[config.mk]
export PLATFORM = sky130hd
export DESIGN_NAME = i2c_rstart_seq
export DESIGN_NICKNAME = d
export VERILOG_FILES = /design/src/rtl/rs_pkg.sv /design/src/rtl/rs_sync.sv /design/src/rtl/rs_control.sv /design/src/rtl/rs_datapath.sv /design/src/rtl/i2c_rstart_seq.sv
export SDC_FILE = /design/constraint.sdc
export NUM_CORES = 1
export LEC_CHECK = 0
export BUFFER_PORTS_ARGS = -buffer_cell sky130_fd_sc_hd__buf_2
export CORE_MARGIN = 2
export CORE_UTILIZATION = 40
export DETAILED_ROUTE_END_ITERATION = 10
export GPL_ROUTABILITY_DRIVEN = 0
export PLACE_DENSITY = 0.73
export SLEW_MARGIN = 20
export SYNTH_ARGS = -nofsm -noshare
export SYNTH_HDL_FRONTEND = slang
export SYNTH_SLANG_ARGS = --single-unit
[constraint.sdc]
create_clock -name clk -period 1.8 [get_ports clk]
set_clock_uncertainty 0.1 [all_clocks]
set_input_delay 0.36 -clock clk [delete_from_list [all_inputs] [get_ports clk]]
set_output_delay 0.36 -clock clk [all_outputs]
set_load 0.02 [all_outputs]
[src/rtl/rs_pkg.sv]
package rs_pkg;

  typedef enum logic [2:0] {
    ST_IDLE,
    ST_GRAB_SCL,
    ST_SDA_HI,
    ST_SCL_UP,
    ST_BOTH_HI,
    ST_SDA_LO
  } seqState_t;

  // strobes from control to datapath
  typedef struct packed {
    logic loadCnt;
    logic grabScl;
    logic relScl;
    logic relSda;
    logic pullSda;
    logic relBoth;
    logic done;
    logic collide;
  } seqCtl_t;

endpackage

[src/rtl/rs_sync.sv]
module rs_sync #(
  parameter int STAGES = 2,
  parameter bit INIT = 1'b1
) (
  input  logic clk,
  input  logic rstN,
  input  logic din,
  output logic dout
);
  logic [STAGES-1:0] chain;

  generate
    for (genvar i = 0; i < STAGES; i++) begin : g_stage
      if (i == 0) begin : g_first
        always_ff @(posedge clk or negedge rstN)
          if (!rstN) chain[0] <= INIT;
          else       chain[0] <= din;
      end else begin : g_next
        always_ff @(posedge clk or negedge rstN)
          if (!rstN) chain[i] <= INIT;
          else       chain[i] <= chain[i-1];
      end
    end
  endgenerate

  assign dout = chain[STAGES-1];
endmodule

[src/rtl/rs_control.sv]
module rs_control
  import rs_pkg::*;
(
  input  logic    clk,
  input  logic    rstN,
  input  logic    reqBit,
  input  logic    sdaS,
  input  logic    sclS,
  input  logic    cntDone,
  output seqCtl_t ctl,
  output logic    seqActive
);
  seqState_t state, nextState;

  always_ff @(posedge clk or negedge rstN)
    if (!rstN) state <= ST_IDLE;
    else       state <= nextState;

  always_comb begin
    nextState = state;
    ctl       = '0;
    unique case (state)
      ST_IDLE: begin
        if (reqBit) begin
          ctl.grabScl = 1'b1;
          ctl.relSda  = 1'b1;
          nextState   = ST_GRAB_SCL;
        end
      end
      ST_GRAB_SCL: begin
        if (!sclS) begin
          ctl.loadCnt = 1'b1;
          nextState   = ST_SDA_HI;
        end
      end
      ST_SDA_HI: begin
        if (cntDone && sdaS) begin
          ctl.relScl = 1'b1;
          nextState  = ST_SCL_UP;
        end
      end
      ST_SCL_UP: begin
        if (sclS) begin
          if (!sdaS) begin
            ctl.collide = 1'b1;
            ctl.relBoth = 1'b1;
            nextState   = ST_IDLE;
          end else begin
            ctl.loadCnt = 1'b1;
            nextState   = ST_BOTH_HI;
          end
        end
      end
      ST_BOTH_HI: begin
        if (!sclS) begin
          ctl.collide = 1'b1;
          ctl.relBoth = 1'b1;
          nextState   = ST_IDLE;
        end else if (cntDone) begin
          ctl.pullSda = 1'b1;
          ctl.loadCnt = 1'b1;
          nextState   = ST_SDA_LO;
        end
      end
      ST_SDA_LO: begin
        if (cntDone) begin
          ctl.done  = 1'b1;
          nextState = ST_IDLE;
        end
      end
      default: nextState = ST_IDLE;
    endcase
  end

  assign seqActive = (state != ST_IDLE);
endmodule

[src/rtl/rs_datapath.sv]
module rs_datapath
  import rs_pkg::*;
#(
  parameter int BRG_W = 7,
  parameter int EVT_N = 4,
  parameter int BUF_W = 8,
  parameter int SYNC_N = 2
) (
  input  logic             clk,
  input  logic             rstN,
  input  seqCtl_t          ctl,
  input  logic             seqActive,
  input  logic [BRG_W-1:0] reloadVal,
  input  logic             reqWr,
  input  logic             reqWrData,
  input  logic             evtReqWr,
  input  logic [EVT_N-1:0] evtReqData,
  input  logic             bufWr,
  input  logic [BUF_W-1:0] bufWrData,
  input  logic             clrFlags,
  input  logic             sdaIn,
  input  logic             sclIn,
  output logic             sdaS,
  output logic             sclS,
  output logic             cntDone,
  output logic             busy,
  output logic             sdaDrvLow,
  output logic             sclDrvLow,
  output logic             reqBit,
  output logic [EVT_N-1:0] evtReq,
  output logic [BUF_W-1:0] bufData,
  output logic             startSeen,
  output logic             intFlag,
  output logic             wcolFlag,
  output logic             bcolFlag
);
  logic [BRG_W-1:0] baudCnt;
  logic             sdaPrev;
  logic             startPat;

  rs_sync #(.STAGES(SYNC_N), .INIT(1'b1)) u_sdaSync (
    .clk(clk), .rstN(rstN), .din(sdaIn), .dout(sdaS));
  rs_sync #(.STAGES(SYNC_N), .INIT(1'b1)) u_sclSync (
    .clk(clk), .rstN(rstN), .din(sclIn), .dout(sclS));

  assign busy = seqActive | reqBit;

  // baud counter: period = reload + 1 cycles
  always_ff @(posedge clk or negedge rstN)
    if (!rstN)                 baudCnt <= '0;
    else if (ctl.loadCnt)      baudCnt <= reloadVal;
    else if (baudCnt != '0)    baudCnt <= baudCnt - 1'b1;

  assign cntDone = (baudCnt == '0);

  // line drivers
  always_ff @(posedge clk or negedge rstN)
    if (!rstN)                           sclDrvLow <= 1'b0;
    else if (ctl.relBoth || ctl.relScl)  sclDrvLow <= 1'b0;
    else if (ctl.grabScl)                sclDrvLow <= 1'b1;

  always_ff @(posedge clk or negedge rstN)
    if (!rstN)                           sdaDrvLow <= 1'b0;
    else if (ctl.relBoth || ctl.relSda)  sdaDrvLow <= 1'b0;
    else if (ctl.pullSda)                sdaDrvLow <= 1'b1;

  // control register bits
  always_ff @(posedge clk or negedge rstN)
    if (!rstN)                                    reqBit <= 1'b0;
    else if (ctl.done || ctl.collide)             reqBit <= 1'b0;
    else if (reqWr && !busy && (evtReq == '0))    reqBit <= reqWrData;

  always_ff @(posedge clk or negedge rstN)
    if (!rstN)                  evtReq <= '0;
    else if (evtReqWr && !busy) evtReq <= evtReqData;

  always_ff @(posedge clk or negedge rstN)
    if (!rstN)               bufData <= '0;
    else if (bufWr && !busy) bufData <= bufWrData;

  // start pattern watcher
  always_ff @(posedge clk or negedge rstN)
    if (!rstN) sdaPrev <= 1'b1;
    else       sdaPrev <= sdaS;

  assign startPat = sdaPrev && !sdaS && sclS;

  // sticky flags, set wins over clear
  always_ff @(posedge clk or negedge rstN)
    if (!rstN) begin
      startSeen <= 1'b0;
      intFlag   <= 1'b0;
      wcolFlag  <= 1'b0;
      bcolFlag  <= 1'b0;
    end else begin
      if (startPat)          startSeen <= 1'b1;
      else if (clrFlags)     startSeen <= 1'b0;
      if (ctl.done)          intFlag   <= 1'b1;
      else if (clrFlags)     intFlag   <= 1'b0;
      if (bufWr && busy)     wcolFlag  <= 1'b1;
      else if (clrFlags)     wcolFlag  <= 1'b0;
      if (ctl.collide)       bcolFlag  <= 1'b1;
      else if (clrFlags)     bcolFlag  <= 1'b0;
    end
endmodule

[src/rtl/i2c_rstart_seq.sv]
module i2c_rstart_seq
  import rs_pkg::*;
#(
  parameter int BRG_W = 7,
  parameter int EVT_N = 4,
  parameter int BUF_W = 8
) (
  input  logic             clk,
  input  logic             rstN,
  input  logic [BRG_W-1:0] reloadVal,
  input  logic             reqWr,
  input  logic             reqWrData,
  input  logic             evtReqWr,
  input  logic [EVT_N-1:0] evtReqData,
  input  logic             bufWr,
  input  logic [BUF_W-1:0] bufWrData,
  input  logic             clrFlags,
  input  logic             sdaIn,
  input  logic             sclIn,
  output logic             sdaDrvLow,
  output logic             sclDrvLow,
  output logic             reqBit,
  output logic [EVT_N-1:0] evtReq,
  output logic [BUF_W-1:0] bufData,
  output logic             startSeen,
  output logic             intFlag,
  output logic             wcolFlag,
  output logic             bcolFlag
);
  localparam int SYNC_N = 2;

  seqCtl_t ctl;
  logic    seqActive;
  logic    sdaS, sclS, cntDone, busy;

  rs_control u_ctrl (
    .clk(clk), .rstN(rstN), .reqBit(reqBit), .sdaS(sdaS), .sclS(sclS),
    .cntDone(cntDone), .ctl(ctl), .seqActive(seqActive));

  rs_datapath #(
    .BRG_W(BRG_W), .EVT_N(EVT_N), .BUF_W(BUF_W), .SYNC_N(SYNC_N)
  ) u_dp (
    .clk(clk), .rstN(rstN), .ctl(ctl), .seqActive(seqActive),
    .reloadVal(reloadVal), .reqWr(reqWr), .reqWrData(reqWrData),
    .evtReqWr(evtReqWr), .evtReqData(evtReqData), .bufWr(bufWr),
    .bufWrData(bufWrData), .clrFlags(clrFlags), .sdaIn(sdaIn), .sclIn(sclIn),
    .sdaS(sdaS), .sclS(sclS), .cntDone(cntDone), .busy(busy),
    .sdaDrvLow(sdaDrvLow), .sclDrvLow(sclDrvLow), .reqBit(reqBit),
    .evtReq(evtReq), .bufData(bufData), .startSeen(startSeen),
    .intFlag(intFlag), .wcolFlag(wcolFlag), .bcolFlag(bcolFlag));
endmodule

==> metrics.md <==
| Metric | Value |
|---|---|
| Status | finished clean |
| Worst-Margin Slew | 0.419 ns |
| Dpl cells | 239 |
| Cell count of the worst hold path | 1 |
| Critical Path Start | u_dp.baudCnt[0]$_DFFE_PN0P_ |
| Data required time of the critical path | 1.87 ns |
| Routed wire length per instance | 13.9 um |
| Cell breakdown of the critical path | inv_2 -> ha_2 -> nor3b_4 -> nand2_1 -> mux2_2 -> mux2_2 |
| Setup slack, reg-to-reg | 0.09 ns |
| IR drop worst, VDD | 0.856 mV |
| CP Class | reg2reg |
| Area of the core | 3970 sq um |
| Worst slack, placed | 0.0517 ns |
| Final number of max-transition violations | 0 |
| Minimum period implied by the final worst setup slack | 1.71 ns |
| Effective utilization at floorplan | 41.2% |
| Most frequently used flop master after synthesis | sky130_fd_sc_hd__dfrtp_1 |
| Most numerous cell types in the synthesized netlist | 29 x sky130_fd_sc_hd__dfrtp_1, 15 x sky130_fd_sc_hd__mux2_2, 12 x sky130_fd_sc_hd__nor2_1, 8 x sky130_fd_sc_hd__nand2_1, 6 x sky130_fd_sc_hd__inv_1 |
| Vias in the first global route | 1,209 |
| Area overhead of the layout relative to synthesis | 28.5% |
| Synth Net Count | 168 |
| Number of clock buffers inserted by TritonCTS | 5 |
| Family of cells with the greatest summed delay on the critical path | multiplexers |
| Detail-routed via count per cell | 5.13 |
| Sum of internal, switching and leakage power | 3430 uW |
| Number of distinct library cell variants in the gate-level netlist after synthesis | 43 |
| Startpoint of the lowest-slack hold path | sdaIn |
| DIE AREA | 4620 sq um |
| Cell repeated most along the worst path | sky130_fd_sc_hd__mux2_2 |
| Maximum number of pins on one net before global-route repair | 35 |
| Worst slew margin | 72.0% |
| Cell with the largest stage delay on the worst path | sky130_fd_sc_hd__dfrtp_1 |
| DR vias | 1,272 |
| DRC errors left | 0 |
| Yosys warnings | 0 |
| CTS root buf | sky130_fd_sc_hd__clkbuf_8 |
| Final hold vios | 0 |
| Post-route setup slack | 0.0943 ns |
| Proportion of layout cells with a drive suffix above 1 | 48.5% |
| Remaining number of nets flagged by the antenna check after routing | 0 |
| First-pass DRT Iterations | 4 |
| Total routing resource utilization after global routing | 16.5% |
| Dominant cell by count in the synthesized netlist | sky130_fd_sc_hd__dfrtp_1 |
| Crit-path max FO | 3 |
| Antenna violations before repair | 0 |
| Top cells by area, synth | sky130_fd_sc_hd__dfrtp_1 44%, sky130_fd_sc_hd__mux2_2 10%, sky130_fd_sc_hd__dfstp_2 8.0%, sky130_fd_sc_hd__nor2_1 2.8%, sky130_fd_sc_hd__xnor2_1 2.1% |
| Fraction of the cycle the final worst path needs | 94.8% |
| Cell area after synthesis | 1640 sq um |
| TritonCTS clock tree | built |
| HPWL reported at the end of detailed placement | 2.55 mm |
| Global-route congestion overflow total | 0 |
| Setup tns final | 0 ns |
| Number of sinks driven by the clock tree | 34 |
| Clock insertion delay at the later pin of the skew report | 0.28 ns |
| IO Count | 47 |
| FF-to-FF Start | u_dp.baudCnt[0]$_DFFE_PN0P_ |
| Hold slack final | 0.0640 ns |
| EDFF count, synth | 0 |
| Yosys top cell area share | 44.3% |
| Flip-flop and latch count after synthesis | 34 |
| Number of levels in the clock H-tree | 2 |
| Horizontal extent of the die | 68.0 um |
| Arrival time of data at the critical path endpoint | 1.77 ns |
| Post-Synthesis Mean Instance Area | 11.9 sq um |
| Achievable Freq | 586 MHz |
| Cells on worst reg2reg path | 6 |
| Type of element capturing the critical path | register |
| Total number of nets in the final design | 227 |
| Aggregate routed wire length | 3.44 mm |
| End of the worst hold path | u_dp.u_sdaSync.chain[0]$_DFF_PN1_ |
| Critical path buffer and inverter count | 1 |
| Final setup vio count | 0 |
| Number of max-cap violations | 0 |
| Largest area contributor in the netlist | sky130_fd_sc_hd__dfrtp_1 |
| Worst setup SP type | register |
| Die Ht | 68.0 um |
| IO buf count | 46 |
| Bufs on Longest Clock Path | 2 |
| Static Leakage | 0.00104 uW |
| Worst min-delay path class | in2reg |
| Inserted Diodes | 0 |
| Sequential area share after synthesis | 52.3% |
| Clock slew at reported path FFs | 0.07 ns |
| DRC violation total after the first TritonRoute iteration | 61 |
| Power density normalized to cell area | 1630 nW/um^2 |
| Wire length of the first global-routing pass | 5.57 mm |
| Slowest Stage Delay on Critical Path | 0.41 ns |
| Reg-to-Reg End | u_dp.baudCnt[6]$_DFFE_PN0P_ |
| Asr flop ratio synth | 100% |
| Filler instances | 357 |
| Post-synthesis instance total | 138 |
| Cell Rows | 23 |
| Number of standard cells in the final layout excluding fillers | 248 |
==> how the worst max path moves through the flow <==
stage | end | slack (ns) | cells after the start
floorplan | u_dp.baudCnt[6]$_DFFE_PN0P_ | 0.09 | 6
global placement | u_dp.baudCnt[6]$_DFFE_PN0P_ | 0.08 | 6
detailed placement | u_dp.baudCnt[6]$_DFFE_PN0P_ | 0.05 | 6
CTS | u_dp.baudCnt[6]$_DFFE_PN0P_ | 0.03 | 6
global route | u_dp.baudCnt[6]$_DFFE_PN0P_ | -0.007 | 6
finish | u_dp.baudCnt[6]$_DFFE_PN0P_ | 0.09 | 6
==> power by group <==
group | switching [uW] | internal [uW] | total, uW
sequential | 250 | 1060 | 1310
clock | 282 | 307 | 590
combinational | 785 | 749 | 1530
==> metal layers <==
layer,share of wire (%),track usage [%],up-vias
met3,6.9,5.43,2
met1,44,21.9,609
li1,-,-,612
met5,0,0,-
met4,0.55,5.25,0
met2,49,25.4,49
==> area by class of cell <==
type | count | area, sq um | share of cell area [%]
Clock buffer | 6 | 82.6 | 3.92
Clock inverter | 2 | 12.5 | 0.595
Inverter | 6 | 22.5 | 1.07
Multi-Input combinational cell | 93 | 751 | 35.7
Sequential cell | 34 | 858 | 40.8
Tap cell | 50 | 62.6 | 2.97
Timing Repair Buffer | 57 | 315 | 15.0
==> per-stage QoR <==
stage          area (sq um)  utilization (%)
6_report               2100             53.0
3_5_place_dp           1980             49.9
2_1_floorplan          1640                -
4_1_cts                2090             52.5
3_3_place_gp           1980             49.9
5_1_grt                2100             53.0
==> placed cells by master, fill, tap and decap left out, types with 2 or more instances in the layout <==
cell                       count
sky130_fd_sc_hd__a21o_1        4
sky130_fd_sc_hd__a21oi_1       3
sky130_fd_sc_hd__and3_1        2
sky130_fd_sc_hd__buf_2        46
sky130_fd_sc_hd__buf_4        10
sky130_fd_sc_hd__clkbuf_8      6
sky130_fd_sc_hd__dfrtp_1      28
sky130_fd_sc_hd__dfstp_2       5
sky130_fd_sc_hd__inv_1         4
sky130_fd_sc_hd__inv_2         2
sky130_fd_sc_hd__mux2_1        3
sky130_fd_sc_hd__mux2_2       15
sky130_fd_sc_hd__mux2i_1       2
sky130_fd_sc_hd__nand2_1       7
sky130_fd_sc_hd__nand2b_1      2
sky130_fd_sc_hd__nor2_1       12
sky130_fd_sc_hd__nor3_1        3
sky130_fd_sc_hd__o21ai_0       4
sky130_fd_sc_hd__o22ai_1       2
sky130_fd_sc_hd__xnor2_1       4
sky130_fd_sc_hd__xor2_1        2
==> worst reg2reg max path, delay by kind of cell (launching register included) <==
family	cells	cell delay, ns
fa+ha+maj	1	0.18
simple gates	2	0.29
mux	2	0.54
buf+inv	1	0.07
flops	1	0.41
==> cells by family after synthesis <==
logic type / share of synthesized area, %
and+or+nand+nor: 14.1
DFF: 52.3
AOI/OAI and AO/OA: 12.3
muxes: 13.6
buffers and inverters: 2.90
xor gates and xnor gates: 3.21
adders and majority gates: 1.53
==> sequential cells by signal, summed over array words and instances (netlist names) <==
signal and count:
u_dp.startSeen 1, u_dp.u_sdaSync.chain 1, u_dp.wcolFlag 1, u_dp.intFlag 1, u_dp.bufData 8, u_dp.sdaPrev 1
u_dp.bcolFlag 1, u_dp.u_sclSync.dout 1, u_dp.u_sclSync.chain 1, u_dp.reqBit 1, u_dp.sdaDrvLow 1, u_dp.u_sdaSync.dout 1
u_dp.baudCnt 7, u_dp.evtReq 4, u_ctrl.state 3, u_dp.sclDrvLow 1
==> repair_timing <==
item / 4_1_cts / 5_1_grt
resized for setup: 0 / 8
hold endpoints to repair: 6 / 0
hold buffers: 1 / 0
endpoints found under the setup margin: 0 / 12
setup buffers: 0 / 0
Power figures use the tool's default switching activity.
